## config.mk

```make
export PLATFORM = sky130hd
export DESIGN_NAME = dsa_accum
export DESIGN_NICKNAME = d
export VERILOG_FILES = /design/src/rtl/dsa_pkg.sv /design/src/rtl/dsa_ctrl.sv /design/src/rtl/dsa_cell.sv /design/src/rtl/dsa_datapath.sv /design/src/rtl/dsa_accum.sv
export SDC_FILE = /design/constraint.sdc
export NUM_CORES = 1
export LEC_CHECK = 0
export ABC_AREA = 1
export CORE_MARGIN = 2
export CORE_UTILIZATION = 35
export CTS_CLUSTER_SIZE = 25
export DETAILED_ROUTE_END_ITERATION = 7
export PLACE_DENSITY_LB_ADDON = 0.1
export SYNTH_ARGS = -nofsm -noshare
export SYNTH_HDL_FRONTEND = slang
export SYNTH_SLANG_ARGS = --single-unit
```

## constraint.sdc

```tcl
create_clock -name clk -period 1.65 [get_ports clk]
set_clock_uncertainty 0.1 [all_clocks]
set_input_delay 0.33 -clock clk [delete_from_list [all_inputs] [get_ports clk]]
set_output_delay 0.33 -clock clk [all_outputs]
set_load 0.05 [all_outputs]
```

## src/rtl/dsa_pkg.sv

```systemverilog
package dsa_pkg;

  // Number of precision cells chained in the accumulator.
  localparam int CELL_COUNT = 3;

  // Strobes the framing control hands to the datapath.
  typedef struct packed {
    logic wordStart;  // first digit of a word: take carry from the cell below
    logic signLoad;   // last digit of a word: capture product sign
  } strobe_t;

endpackage

```

## src/rtl/dsa_ctrl.sv

```systemverilog
module dsa_ctrl
  import dsa_pkg::*;
#(
  parameter int DIGIT_W = 2,
  parameter int WORD_W  = 8
) (
  input  logic    clk,
  input  logic    rst,
  input  logic    firstDigit,
  input  logic    lastDigit,
  output strobe_t strobe
);

  localparam int DIGITS_PER_WORD = WORD_W / DIGIT_W;

  always_comb begin
    strobe.wordStart = firstDigit;
    strobe.signLoad  = lastDigit;
  end

  // with multi-digit words, a first digit is never immediately followed
  // by another first digit.
  generate
    if (DIGITS_PER_WORD > 1) begin : g_frame_chk
      p_frame_spacing_r1 : assert property (@(posedge clk) disable iff (rst)
        firstDigit |=> !firstDigit);
    end
  endgenerate

endmodule

```

## src/rtl/dsa_cell.sv

```systemverilog
module dsa_cell #(
  parameter int DIGIT_W = 2
) (
  input  logic               clk,
  input  logic               rst,
  input  logic               carrySel,    // first digit: use lowerCarry
  input  logic               lowerCarry,  // registered carry of the cell below
  input  logic [DIGIT_W-1:0] addend,
  input  logic [DIGIT_W-1:0] partial,
  output logic [DIGIT_W-1:0] sumQ,
  output logic               carryQ
);

  logic               carryIn;
  logic [DIGIT_W:0]   total;

  always_comb begin
    carryIn = carrySel ? lowerCarry : carryQ;
    total   = {1'b0, addend} + {1'b0, partial} + {{DIGIT_W{1'b0}}, carryIn};
  end

  always_ff @(posedge clk) begin
    if (rst) begin
      sumQ   <= '0;
      carryQ <= 1'b0;
    end else begin
      sumQ   <= total[DIGIT_W-1:0];
      carryQ <= total[DIGIT_W];
    end
  end

  // two zero operands plus any single carry can never produce a carry.
  p_carry_bound_r3 : assert property (@(posedge clk) disable iff (rst)
    (addend == '0 && partial == '0) |=> !carryQ);

  // reset empties the cell on the next edge.
  p_reset_clear_r8 : assert property (@(posedge clk)
    rst |=> (sumQ == '0 && !carryQ));

endmodule

```

## src/rtl/dsa_datapath.sv

```systemverilog
module dsa_datapath
  import dsa_pkg::*;
#(
  parameter int DIGIT_W = 2
) (
  input  logic               clk,
  input  logic               rst,
  input  strobe_t            strobe,
  input  logic [DIGIT_W-1:0] prodLow,
  input  logic [DIGIT_W-1:0] prodHigh,
  input  logic [DIGIT_W-1:0] partLow,
  input  logic [DIGIT_W-1:0] partMid,
  input  logic [DIGIT_W-1:0] partHigh,
  output logic [DIGIT_W-1:0] sumLow,
  output logic [DIGIT_W-1:0] sumMid,
  output logic [DIGIT_W-1:0] sumHigh
);

  logic                signLatch;
  logic [DIGIT_W-1:0]  addendVec  [CELL_COUNT];
  logic [DIGIT_W-1:0]  partialVec [CELL_COUNT];
  logic [DIGIT_W-1:0]  sumVec     [CELL_COUNT];
  logic [CELL_COUNT-1:0] carryVec;

  // Sign of the double-precision product, held for the top cell's next word.
  always_ff @(posedge clk) begin
    if (rst)                  signLatch <= 1'b0;
    else if (strobe.signLoad) signLatch <= prodHigh[DIGIT_W-1];
  end

  always_comb begin
    addendVec[0]  = prodLow;
    addendVec[1]  = prodHigh;
    addendVec[2]  = {DIGIT_W{signLatch}};
    partialVec[0] = partLow;
    partialVec[1] = partMid;
    partialVec[2] = partHigh;
  end

  generate
    for (genvar i = 0; i < CELL_COUNT; i++) begin : g_cell
      logic belowCarry;
      if (i == 0) begin : g_base
        assign belowCarry = 1'b0;
      end else begin : g_chain
        assign belowCarry = carryVec[i-1];
      end
      dsa_cell #(.DIGIT_W(DIGIT_W)) u_cell (
        .clk        (clk),
        .rst        (rst),
        .carrySel   (strobe.wordStart),
        .lowerCarry (belowCarry),
        .addend     (addendVec[i]),
        .partial    (partialVec[i]),
        .sumQ       (sumVec[i]),
        .carryQ     (carryVec[i])
      );
    end
  endgenerate

  assign sumLow  = sumVec[0];
  assign sumMid  = sumVec[1];
  assign sumHigh = sumVec[2];

  // the low cell discards any carry left over from the previous word.
  p_low_start_r4 : assert property (@(posedge clk) disable iff (rst)
    (strobe.wordStart && prodLow == '0 && partLow == '0) |=> sumLow == '0);

  // the sign latch changes only on a last-digit strobe.
  p_sign_hold_r6 : assert property (@(posedge clk) disable iff (rst)
    !strobe.signLoad |=> $stable(signLatch));

  // on a last digit the latch takes the product high word's MSB.
  p_sign_load_r6 : assert property (@(posedge clk) disable iff (rst)
    strobe.signLoad |=> signLatch == $past(prodHigh[DIGIT_W-1]));

endmodule

```

## src/rtl/dsa_accum.sv

```systemverilog
module dsa_accum
  import dsa_pkg::*;
#(
  parameter int DIGIT_W = 2,
  parameter int WORD_W  = 8
) (
  input  logic               clk,
  input  logic               rst,
  input  logic               firstDigit,
  input  logic               lastDigit,
  input  logic [DIGIT_W-1:0] prodLowDigit,
  input  logic [DIGIT_W-1:0] prodHighDigit,
  input  logic [DIGIT_W-1:0] partLowDigit,
  input  logic [DIGIT_W-1:0] partMidDigit,
  input  logic [DIGIT_W-1:0] partHighDigit,
  output logic [DIGIT_W-1:0] sumLowDigit,
  output logic [DIGIT_W-1:0] sumMidDigit,
  output logic [DIGIT_W-1:0] sumHighDigit
);

  strobe_t strobe;

  dsa_ctrl #(.DIGIT_W(DIGIT_W), .WORD_W(WORD_W)) u_ctrl (
    .clk        (clk),
    .rst        (rst),
    .firstDigit (firstDigit),
    .lastDigit  (lastDigit),
    .strobe     (strobe)
  );

  dsa_datapath #(.DIGIT_W(DIGIT_W)) u_dp (
    .clk      (clk),
    .rst      (rst),
    .strobe   (strobe),
    .prodLow  (prodLowDigit),
    .prodHigh (prodHighDigit),
    .partLow  (partLowDigit),
    .partMid  (partMidDigit),
    .partHigh (partHighDigit),
    .sumLow   (sumLowDigit),
    .sumMid   (sumMidDigit),
    .sumHigh  (sumHighDigit)
  );

endmodule

```

==> impl_metrics.env <==
export IMPL_status="finished with violations"
export IMPL_violations="negative setup slack"
export IMPL_crit_chain="dlygate4sd2_1, or2_1, fa_2, fa_1, nor2_1"
export IMPL_initialDrtViolationCount=3
export IMPL_viasPerCell=4.01
export IMPL_min_period_ns=1.66
export IMPL_r2r_setup_slack_ns=0.02
export IMPL_die_y_um=40.3
export IMPL_multi_input_area_um2=209
export IMPL_synth_compound_gate_area_share_pct=2.17
export IMPL_clk_pin_slew_ns=0.07
export IMPL_rsz0062_at_grt="yes"
export IMPL_critPathCaptureType="flip-flop"
export IMPL_grt_usage_pct=11.7
export IMPL_slew_violations=0
export IMPL_routed_wl_um=651
export IMPL_dpl_cell_area_um2=654
export IMPL_hold_path_class="flip-flop to flip-flop"
export IMPL_antenna_found_initial=0
export IMPL_wire_per_inst_um=7.48
export IMPL_worstPathArrival_ns=1.72
export IMPL_worst_pin_slew_ns=0.211
export IMPL_setup_worst_path_end="u_dp.g_cell[0].u_cell.sumQ[1]"
export IMPL_reg2reg_depth=5
export IMPL_final_area_um2=697
export IMPL_ys_ff_latch=10
export IMPL_leakage_nw=0.334
export IMPL_postSynthCellCount=49
export IMPL_required_ns=1.71
export IMPL_setup_viol=1
export IMPL_cp_buffers_inverters=1
export IMPL_first_global_vias=254
export IMPL_clock_tree_root_cell="clkbuf_4"
export IMPL_synthesis_nets=69
export IMPL_yosys_top_cells_count="inv_1 (13), dfxtp_1 (10), nor2_1 (10)"
export IMPL_die_area_um2=1630
export IMPL_initial_core_util_pct=36.4
export IMPL_synth_adder_area_share_pct=26.0
export IMPL_syn_mean_instance_area_um2=9.42
export IMPL_rows=13
export IMPL_post_synth_mux_area_share_pct=0
export IMPL_grt_ovfl_total=0
export IMPL_worst_slack_ns=-0.0119
export IMPL_crit_cells=5
export IMPL_netlist_top_cells_area="dfxtp_1 (43%), fa_1 (26%), inv_1 (11%)"
export IMPL_cts_setup_buffers=0
export IMPL_seq_area_um2=203
export IMPL_synth_edf_count=0
export IMPL_io_pins=20
export IMPL_cts_buffer_depth=2
export IMPL_p_per_area_nw_per_um2=973
export IMPL_n_antenna_cell=0
export IMPL_holdPathStages=2
export IMPL_drc=0
export IMPL_gp_congestion=0.583
export IMPL_synth_top_area_share_pct=43.4
export IMPL_hpwl_um=531
export IMPL_final_hold_viol_count=0
export IMPL_r2r_end="u_dp.g_cell[0].u_cell.sumQ[1]"
export IMPL_n_fill_cell=119
export IMPL_clock_latency_ns=0.26
export IMPL_detail_route_antenna_nets=0
export IMPL_ys_seq_area_share_pct=43.4
export IMPL_area_growth_pct=50.9
export IMPL_finalSetupTns_ns=-0.0119
export IMPL_first_pass_iters=2
export IMPL_r2r_start="u_dp.g_cell[0].u_cell.carryQ"
export IMPL_synthArstFlopShare_pct=0
export IMPL_port_buffers=19
export IMPL_cts_tree="done"
export IMPL_synthSimpleGateAreaFrac_pct=14.6
export IMPL_core_region_area_um2=1270
export IMPL_die_x_um=40.3
export IMPL_startpoint="firstDigit"
export IMPL_synth_area_um2=462
export IMPL_critPathMaxFanout=5
export IMPL_cp_start_kind="primary input"
export IMPL_crit_type="primary input to flip-flop"
export IMPL_whs_ns=0.394
export IMPL_fmax_mhz=602
export IMPL_nNetsFinal=93
export IMPL_clock_sinks=10
export IMPL_synthMostInstantiatedCell="inv_1"
export IMPL_period_share_pct=101
export IMPL_synth_top_family_by_area="adder cells"
export IMPL_drive_gt1_share_pct=33.3
export IMPL_vias=349
export IMPL_crit_slowest_cell="fa_1"
export IMPL_h_tree_depth=1
export IMPL_vdd_ir_drop_max_mv=0.623
export IMPL_max_cap_viol_count=0
export IMPL_yosys_warnings=0
export IMPL_grt_max_degree=10
export IMPL_grt_pass1_wl_mm=1.07
export IMPL_relSlewSlack_pct=85.8
export IMPL_numCtsBuffers=3
export IMPL_ys_flop_type="dfxtp_1"
export IMPL_crit_family="adder cells"
export IMPL_synth_xor_area_share_pct=0
export IMPL_synth_cell_types=11
export IMPL_synth_largest_area_cell="dfxtp_1"
export IMPL_critPathMaxStageDelay_ns=0.48
## worst min path at each step
stage,start,slack (ns),endpoint
after CTS,u_dp.signLatch,0.40,u_dp.signLatch
after floorplan,u_dp.signLatch,0.36,u_dp.signLatch
after global routing,u_dp.signLatch,0.42,u_dp.signLatch
after global placement,u_dp.signLatch,0.38,u_dp.signLatch
final,u_dp.signLatch,0.39,u_dp.signLatch
after detailed placement,u_dp.signLatch,0.38,u_dp.signLatch
## metal layers
metal / vias up / share of wire [%] / global-route usage (%)
li1: 181 / - / -
met1: 154 / 40 / 12.2
met2: 14 / 48 / 13.9
met3: 0 / 12 / 10.6
met4: 0 / 0 / 10.0
met5: - / 0 / 0
## cells in the final DEF, fill, tap and decap left out
cell type and n:
fa_1 3, clkbuf_4 3, dlygate4sd2_1 4, fa_2 3, inv_1 9, o21ai_2 1
clkdlybuf4s50_1 9, dfxtp_1 8, inv_2 5, nand2_1 3, nor2_2 1, nor2_1 10
clkbuf_8 1, buf_4 7, or2_1 1, dfxtp_2 2, o21ai_0 1, nand2_2 1
## cell type report
type | count | share of cell area (%)
multi-input combinational | 24 | 30.0
timing repair buffer | 20 | 25.5
clock buffer | 4 | 5.21
inverter | 14 | 7.54
tap | 15 | 2.69
sequential | 10 | 29.1
## worst reg2reg max path, stage by stage (launching register included)
cell     delay, ns
dfxtp_2       0.32
inv_2         0.03
or2_1         0.21
fa_2          0.34
fa_1          0.48
nor2_1        0.04
## power breakdown
part	internal, mW	switching (mW)
clock network	0.134	0.0824
registers	0.267	0.00711
logic	0.0752	0.112
total	0.476	0.202
## sequential cells by signal, indices dropped and copies added (netlist names)
register,count
u_dp.signLatch,1
u_dp.g_cell.u_cell.carryQ,3
u_dp.g_cell.u_cell.sumQ,6
## kinds of logic (layout without fill, tap and decap cells)
kind of cell / Yosys count / count (layout)
and+or+nand+nor: 16 / 16
buffers and inverters: 15 / 38
DFF: 10 / 10
adders and majority gates: 6 / 6
AOI/OAI and AO/OA: 2 / 2
## per-stage QoR
stage	instances	total power [mW]	setup WS [ns]	util, %
after floorplan	49	0.399	0.0390	-
after global placement	83	0.468	-0.488	51.6
after detailed placement	83	0.468	-0.476	51.6
after CTS	87	0.693	0.0114	54.4
after global routing	87	0.733	-0.0249	54.9
final	87	0.678	-0.0119	54.9
## what timing repair did
item                       4_1_cts  5_1_grt
pin swaps                        3        2
setup endpoints to repair        6        3
resized for setup                8        6
cloned                           0        0
hold buffers                     0        0
Power figures use the tool's default switching activity.
